## src/rtl/sclk_div_pkg.sv

```systemverilog
// Package: shared types for the serial clock divider.
// Assumes nothing beyond IEEE 1800-2017 packages.
package sclk_div_pkg;

    // Action the edge generator takes on a given cycle.
    typedef enum logic [1:0] {
        ACT_HOLD  = 2'd0,
        ACT_RISE  = 2'd1,
        ACT_FALL  = 2'd2,
        ACT_BURST = 2'd3
    } edge_act_e;

endpackage

```

## src/rtl/sclk_prescaler.sv

```systemverilog
// Module: first divider stage. Counts system cycles up to a limit. Gives a
// one-cycle tick on the cycle the count reaches the limit, then wraps to zero.
// Assumes: the limit is changed only while the count is zero, or on the tick
// cycle (the shadow logic in the top guarantees this).
module sclk_prescaler #(
    parameter int PRE_W = 8
) (
    input  logic             clk,
    input  logic             rst_n,
    input  logic             hold_i,
    input  logic [PRE_W-1:0] limit_i,
    output logic             tick_o
);

    logic [PRE_W-1:0] pcnt_q;
    logic             at_limit;

    assign at_limit = (pcnt_q == limit_i);
    assign tick_o   = !hold_i && at_limit;

    // Advance the prescale count; clear it when held or at the limit.
    always_ff @(posedge clk) begin
        if (!rst_n) begin
            pcnt_q <= '0;
        end else if (hold_i || at_limit) begin
            pcnt_q <= '0;
        end else begin
            pcnt_q <= pcnt_q + 1'b1;
        end
    end

    // the prescale count never passes its limit
    a_r3_pre_bound: assert property (@(posedge clk) disable iff (!rst_n)
        pcnt_q <= limit_i);

    // a hold returns the count to zero on the next edge
    a_r2_pre_hold: assert property (@(posedge clk) disable iff (!rst_n)
        hold_i |=> (pcnt_q == '0));

endmodule

```

## src/rtl/sclk_phase_counter.sv

```systemverilog
// Module: second divider stage. Advances one step per prescaler tick and wraps
// to zero after the wrap limit. Flags the wrap cycle so the top can reload
// the shadowed fields.
// Assumes: tick_i is already low while hold_i is high.
module sclk_phase_counter #(
    parameter int CNT_W = 6
) (
    input  logic             clk,
    input  logic             rst_n,
    input  logic             hold_i,
    input  logic             tick_i,
    input  logic [CNT_W-1:0] wrap_i,
    output logic [CNT_W-1:0] count_o,
    output logic             wrap_o
);

    logic [CNT_W-1:0] ccnt_q;

    assign count_o = ccnt_q;
    assign wrap_o  = tick_i && (ccnt_q == wrap_i);

    // Step the phase count on each tick; clear it when held or wrapping.
    always_ff @(posedge clk) begin
        if (!rst_n) begin
            ccnt_q <= '0;
        end else if (hold_i || wrap_o) begin
            ccnt_q <= '0;
        end else if (tick_i) begin
            ccnt_q <= ccnt_q + 1'b1;
        end
    end

    // the phase count never passes the wrap limit
    a_r3_count_bound: assert property (@(posedge clk) disable iff (!rst_n)
        ccnt_q <= wrap_i);

    // without a tick the phase count keeps its value
    a_r6_count_on_tick: assert property (@(posedge clk) disable iff (!rst_n)
        $past(!hold_i && !tick_i) |-> $stable(ccnt_q));

endmodule

```

## src/rtl/sclk_edge_gen.sv

```systemverilog
// Module: turns phase-count matches into a registered serial clock level and
// one-cycle rise and fall strobes. The high point takes priority over the
// low point. A strobe fires only on a real change of level. In bypass, both
// strobes fire on every cycle and the level stays low.
// Assumes: count_i, high_i and low_i come from the shadowed configuration.
module sclk_edge_gen
    import sclk_div_pkg::*;
#(
    parameter int CNT_W = 6
) (
    input  logic             clk,
    input  logic             rst_n,
    input  logic             run_i,
    input  logic             byp_i,
    input  logic             tick_i,
    input  logic [CNT_W-1:0] count_i,
    input  logic [CNT_W-1:0] high_i,
    input  logic [CNT_W-1:0] low_i,
    output logic             lvl_o,
    output logic             rise_o,
    output logic             fall_o
);

    edge_act_e act;

    // Pick this cycle's action from mode, tick and compare matches.
    always_comb begin
        act = ACT_HOLD;
        if (byp_i) begin
            act = ACT_BURST;
        end else if (tick_i && (count_i == high_i) && !lvl_o) begin
            act = ACT_RISE;
        end else if (tick_i && (count_i == low_i) && (count_i != high_i) && lvl_o) begin
            act = ACT_FALL;
        end
    end

    // Register level and strobes; idle forces everything low.
    always_ff @(posedge clk) begin
        if (!rst_n || !run_i) begin
            lvl_o  <= 1'b0;
            rise_o <= 1'b0;
            fall_o <= 1'b0;
        end else begin
            unique case (act)
                ACT_RISE: begin
                    lvl_o  <= 1'b1;
                    rise_o <= 1'b1;
                    fall_o <= 1'b0;
                end
                ACT_FALL: begin
                    lvl_o  <= 1'b0;
                    rise_o <= 1'b0;
                    fall_o <= 1'b1;
                end
                ACT_BURST: begin
                    lvl_o  <= 1'b0;
                    rise_o <= 1'b1;
                    fall_o <= 1'b1;
                end
                default: begin
                    rise_o <= 1'b0;
                    fall_o <= 1'b0;
                end
            endcase
        end
    end

    // idle leaves all outputs low after the next edge
    a_r2_idle_low: assert property (@(posedge clk) disable iff (!rst_n)
        !run_i |=> (!lvl_o && !rise_o && !fall_o));

    // a lone rise strobe marks a 0 to 1 change of level
    a_r5_rise_marks_high: assert property (@(posedge clk) disable iff (!rst_n)
        (rise_o && !fall_o) |-> (lvl_o && !$past(lvl_o)));

    // a lone fall strobe marks a 1 to 0 change of level
    a_r5_fall_marks_low: assert property (@(posedge clk) disable iff (!rst_n)
        (fall_o && !rise_o) |-> (!lvl_o && $past(lvl_o)));

    // both strobes together only after a bypass cycle
    a_r5_no_dual_strobe: assert property (@(posedge clk) disable iff (!rst_n)
        (rise_o && fall_o) |-> $past(byp_i && run_i));

    // the level holds unless the previous edge saw a tick
    a_r6_level_on_tick: assert property (@(posedge clk) disable iff (!rst_n)
        $past(run_i && !byp_i && !tick_i) |-> $stable(lvl_o));

    // bypass keeps the level low
    a_r8_bypass_low: assert property (@(posedge clk) disable iff (!rst_n)
        (run_i && byp_i) |=> !lvl_o);

endmodule

```

## src/rtl/sclk_divider.sv

```systemverilog
// Module: top of the serial clock divider. Shadows the divider fields and
// chains the prescaler, phase counter and edge generator. The shadow copy
// loads while idle, in bypass, or on the phase counter's wrap. A field change
// during a transfer therefore takes effect at the period boundary.
// Assumes: run is low between transfers; fields are static values minus one.
module sclk_divider #(
    parameter int PRE_W = 8,
    parameter int CNT_W = 6
) (
    input  logic             clk,
    input  logic             rst_n,
    input  logic             run,
    input  logic             bypass_en,
    input  logic [PRE_W-1:0] pre_div,
    input  logic [CNT_W-1:0] cnt_wrap,
    input  logic [CNT_W-1:0] cnt_high,
    input  logic [CNT_W-1:0] cnt_low,
    output logic             sclk_lvl,
    output logic             sclk_rise,
    output logic             sclk_fall
);

    logic [PRE_W-1:0] sh_pre;
    logic [CNT_W-1:0] sh_wrap;
    logic [CNT_W-1:0] sh_high;
    logic [CNT_W-1:0] sh_low;
    logic             sh_byp;
    logic             shadow_load;
    logic             stage_hold;
    logic             pre_tick;
    logic             phase_wrap;
    logic [CNT_W-1:0] phase_cnt;

    assign stage_hold  = !run || sh_byp;
    assign shadow_load = stage_hold || phase_wrap;

    // Copy the divider fields into the shadow at safe points only.
    always_ff @(posedge clk) begin
        if (!rst_n) begin
            sh_pre  <= '0;
            sh_wrap <= '0;
            sh_high <= '0;
            sh_low  <= '0;
            sh_byp  <= 1'b0;
        end else if (shadow_load) begin
            sh_pre  <= pre_div;
            sh_wrap <= cnt_wrap;
            sh_high <= cnt_high;
            sh_low  <= cnt_low;
            sh_byp  <= bypass_en;
        end
    end

    sclk_prescaler #(.PRE_W(PRE_W)) u_pre (
        .clk     (clk),
        .rst_n   (rst_n),
        .hold_i  (stage_hold),
        .limit_i (sh_pre),
        .tick_o  (pre_tick)
    );

    sclk_phase_counter #(.CNT_W(CNT_W)) u_phase (
        .clk     (clk),
        .rst_n   (rst_n),
        .hold_i  (stage_hold),
        .tick_i  (pre_tick),
        .wrap_i  (sh_wrap),
        .count_o (phase_cnt),
        .wrap_o  (phase_wrap)
    );

    sclk_edge_gen #(.CNT_W(CNT_W)) u_edge (
        .clk     (clk),
        .rst_n   (rst_n),
        .run_i   (run),
        .byp_i   (sh_byp),
        .tick_i  (pre_tick),
        .count_i (phase_cnt),
        .high_i  (sh_high),
        .low_i   (sh_low),
        .lvl_o   (sclk_lvl),
        .rise_o  (sclk_rise),
        .fall_o  (sclk_fall)
    );

    // the wrap limit in use changes only on a wrap or while held
    a_r7_shadow_safe: assert property (@(posedge clk) disable iff (!rst_n)
        !$past(stage_hold || phase_wrap) |-> $stable(sh_wrap));

    // outputs are low after a reset edge
    a_r1_reset_low: assert property (@(posedge clk)
        $past(!rst_n) |-> (!sclk_lvl && !sclk_rise && !sclk_fall));

endmodule

```

## config.mk

```make
export PLATFORM = sky130hd
export DESIGN_NAME = sclk_divider
export DESIGN_NICKNAME = d
export VERILOG_FILES = /design/src/rtl/sclk_div_pkg.sv /design/src/rtl/sclk_prescaler.sv /design/src/rtl/sclk_phase_counter.sv /design/src/rtl/sclk_edge_gen.sv /design/src/rtl/sclk_divider.sv
export SDC_FILE = /design/constraint.sdc
export NUM_CORES = 1
export LEC_CHECK = 0
export ABC_CLOCK_PERIOD_IN_PS = 2050
export CORE_MARGIN = 8
export CORE_UTILIZATION = 56
export DETAILED_ROUTE_END_ITERATION = 8
export DONT_BUFFER_PORTS = 1
export GPL_TIMING_DRIVEN = 1
export PLACE_DENSITY = 0.74
export SYNTH_ARGS = -nofsm -noshare
export SYNTH_HDL_FRONTEND = slang
export SYNTH_SLANG_ARGS = --single-unit
```

## constraint.sdc

```tcl
create_clock -name clk -period 2.05 [get_ports clk]
set_clock_uncertainty 0.2 [all_clocks]
set_input_delay 0.1025 -clock clk [delete_from_list [all_inputs] [get_ports clk]]
set_output_delay 0.1025 -clock clk [all_outputs]
set_load 0.05 [all_outputs]
```

==> out/qor.log <==
INFO  outcome        status=finished clean
INFO  worst_setup_path critical_path.max_stage_delay=0.47ns
INFO  sta            timing_max_transition_violations_final=0
INFO  logic_synthesis synth_seq_area_share=0.415
INFO  grt            initial_antenna_violation_count=0
INFO  logic_synthesis edff_count_synth=0
INFO  worst_setup_path cp_top_family=flip-flops
INFO  logic_synthesis synth_largest_type_area_fraction=0.415
INFO  logic_synthesis synth_flop_cell=dfxtp_1
INFO  grt            grt_pass1_wl=8770um
INFO  worst_setup_path critPathSlowestCell=dfxtp_1
INFO  cts            cts_max_path_buffers=2
INFO  power_and_ir_drop pwr_per_cell_area=623nW/um2
INFO  grt            groute.usage.overall=0.181
INFO  logic_synthesis post_synth_inst_count=242
INFO  hold_path      min_to=u_phase.count_o[1]
INFO  layout         drive_gt1_frac=0.0967
INFO  logic_synthesis syn-mean-instance-area=8.77um2
INFO  floorplan      die_area=6020um2
INFO  worst_setup_path r2r.worst_path.cells=6
INFO  sta            finalSetupViolations=0
INFO  layout         num_antenna_cells=0
INFO  floorplan      die_width=77.6um
INFO  layout         final_cell_count_no_fill=348
INFO  floorplan      die_h=77.6um
INFO  cts            clkTransAtPathRegs=0.07ns
INFO  grt            grt_pass1_vias=1895
INFO  sta            max_slew_margin=0.338
INFO  logic_synthesis synthTopCellsByArea=dfxtp_1, mux2i_1, nand2_1
INFO  hold_path      min-delay-start=run
INFO  drt            post-route-drc-count=0
INFO  sta            final.setup.worst_slack=0.147ns
INFO  sta            fin_setup_tns=0ns
INFO  layout         area_growth_syn_to_layout=33.5%
INFO  cts            clock_tree_from_tritoncts=done
INFO  sta            post-route-min-period=1.90ns
INFO  logic_synthesis asyncSetResetFlopFracSynth=0
INFO  place          place.detailed.hpwl=2990um
INFO  logic_synthesis netlist_area=2120um2
INFO  layout         design_area=2840um2
INFO  logic_synthesis synth-seq-cells=44
INFO  place          placedInstanceArea=2180um2
INFO  place          place.gp.congestion=0.854
INFO  worst_setup_path crit_path_start_kind=flip-flop
INFO  sta            maxClockFrequency=525MHz
INFO  grt            grt_max_degree=30
INFO  floorplan      coreArea=3660um2
INFO  logic_synthesis postSynthNetCount=274
INFO  worst_setup_path worstReg2RegStart=u_phase.count_o[4]
INFO  worst_setup_path critical_path.reg2reg.endpoint=sh_high[2]
INFO  worst_setup_path critical_path.cell_chain=xor2_1 > nor2_1 > nand3_2 > o21a_1 > buf_4 > mux2i_1
INFO  drt            total_number_of_vias=1850
INFO  sta            post-route-period-util=0.928
INFO  power_and_ir_drop irDropWorstVdd=537uV
INFO  sta            worst_pin_slew=0.992ns
INFO  cts            cts_made_buffers=5
INFO  logic_synthesis post-synth-top-area-cell=dfxtp_1
INFO  sta            final_hold_viol_count=0
INFO  worst_setup_path critical_path.n_buffers_inverters=1
INFO  worst_setup_path worstPathMaxFanout=16
INFO  hold_path      hold_depth=3
INFO  grt            global_route.overflow_total=0
INFO  logic_synthesis yosysWarningCount=0
INFO  worst_setup_path critical_path_class=reg -> reg
INFO  cts            clk_root_buffer_cell=clkbuf_8
INFO  place          place_ws=0.134ns
INFO  layout         layout_filler_cell_count=256
INFO  layout         finalNetCount=334
INFO  cts            clkLatencyLatePin=0.30ns
INFO  hold_path      worstHoldPathType=in -> reg
INFO  cts            cts.repair_timing.setup_buffer_count=0
INFO  drt            antenna_left=0
INFO  worst_setup_path worstPathArrival=1.88ns
INFO  worst_setup_path crit_required=2.02ns
INFO  drt            drt_iter0_markers=81
INFO  place          io_buffer_count=0
INFO  worst_setup_path setup.reg_to_reg.worst_slack=0.15ns
INFO  floorplan      floorplan.rows=22
INFO  drt            drtPass1Iterations=4
INFO  floorplan      start_util=0.580
INFO  power_and_ir_drop static-leakage-power=1.19nW
INFO  drt            drt_via_density=5.32
INFO  logic_synthesis yosysUniqueCellTypes=31
INFO  place          dp_cells=286
INFO  layout         final_util=0.774
INFO  flow_run       drv.max_cap_violation_count=0
INFO  floorplan      io_pins=33
INFO  drt            wirelength=5250um
INFO  cts            clock_sink_count=44
INFO  worst_setup_path worstSetupEndpointType=flip-flop
INFO  cts            cts-htree-levels=2
INFO  sta            rsz0062_at_grt=false
INFO  drt            post_drt_wl_per_cell=15.1um
-- worst max-delay path by stage --
stage,cells after the start,start,end,slack [ns]
6_report,6,u_phase.count_o[4],sh_high[2],0.15
5_1_grt,5,u_pre.pcnt_q[6],u_phase.count_o[4],0.001
4_1_cts,3,rst_n,u_pre.pcnt_q[6],0.01
3_5_place_dp,6,u_phase.count_o[0],sh_low[5],0.13
3_3_place_gp,5,u_phase.count_o[2],u_edge.rise_o,0.18
2_1_floorplan,6,u_pre.pcnt_q[3],u_phase.count_o[4],0.15
-- power by group --
group	switching (mW)	internal [mW]	leakage (nW)
logic	0.155	0.180	0.792
clock network	0.267	0.220	0.0359
registers	0.0404	0.904	0.362
-- cell families after synthesis --
| group | Yosys count | synth area share |
|---|---|---|
| adders and majority gates | 2 | 0.0118 |
| xor gates and xnor gates | 32 | 0.132 |
| AOI/OAI and AO/OA | 17 | 0.0471 |
| DFF | 44 | 0.415 |
| buffers and inverters | 19 | 0.0483 |
| muxes | 26 | 0.123 |
| and+or+nand+nor | 102 | 0.223 |
-- layer usage --
| metal | GRT usage | share of wire | vias to the layer above |
|---|---|---|---|
| li1 | - | - | 916 |
| met1 | 0.192 | 0.42 | 879 |
| met2 | 0.324 | 0.51 | 47 |
| met3 | 0.0588 | 0.058 | 8 |
| met4 | 0.0736 | 0.018 | 0 |
| met5 | 0 | 0 | - |
-- metrics by stage --
| step | hold slack [ns] | total power, mW |
|---|---|---|
| 2_1_floorplan | 0.0163 | 1.17 |
| 3_3_place_gp | 0.0189 | 1.19 |
| 3_5_place_dp | 0.0276 | 1.19 |
| 4_1_cts | 0.106 | 1.76 |
| 5_1_grt | 0.151 | 1.84 |
| 6_report | 0.123 | 1.77 |
-- area by class of cell --
cell class / instances / area, um2 / share of cell area
tap: 48 / 60.1 / 0.0212
multi-input combinational: 179 / 1150 / 0.405
timing repair buffer: 69 / 663 / 0.234
inverter: 3 / 11.3 / 0.00397
clock buffer: 5 / 68.8 / 0.0243
sequential: 44 / 883 / 0.312
-- state kept, by name, indices dropped and copies added, names as in the netlist --
signal           flops
u_pre.pcnt_q         8
sh_low               6
sh_byp               1
u_phase.count_o      6
u_edge.rise_o        1
sh_high              6
sh_pre               8
u_edge.fall_o        1
u_edge.lvl_o         1
sh_wrap              6
-- synthesized netlist by cell type (3+ instances only) --
cell type,number
xor2_1,24
nand4_1,3
nand3_1,8
inv_1,3
mux2i_1,26
nor2_1,13
dfxtp_1,44
buf_6,4
nand2_1,61
a21oi_1,8
a31oi_1,4
xnor2_1,8
clkbuf_1,11
-- placed cells by master, fill, tap and decap left out, types with 2 or more instances in the layout --
cell	Yosys	routed
nand2_1	61	60
dlygate4sd3_1	0	56
dfxtp_1	44	42
mux2i_1	26	26
xor2_1	24	24
nor2_1	13	13
buf_4	0	12
nand3_1	8	8
xnor2_1	8	8
a21oi_1	8	8
clkbuf_8	0	5
a31oi_1	4	4
nor4_2	2	3
inv_1	3	3
nand4_1	3	3
and3_1	2	2
or2_2	2	2
o21ai_0	2	2
nand4b_1	2	2
ha_1	2	2
dfxtp_2	0	2
-- worst register-to-register path: cells and delay by family, from the launching register on --
kind | cells | cell delay [ns]
mux | 1 | 0.16
compound gates | 1 | 0.22
simple gates | 2 | 0.40
flops | 1 | 0.47
xor+xnor | 1 | 0.10
buf+inv | 1 | 0.22
-- timing repair --
item / CTS / global route
gates resized for setup: 0 / 5
endpoints found under the hold margin: 43 / 0
hold buffers: 57 / 0
endpoints found under the setup margin: 0 / 29
No activity file was read; power rests on OpenSTA's default activity.
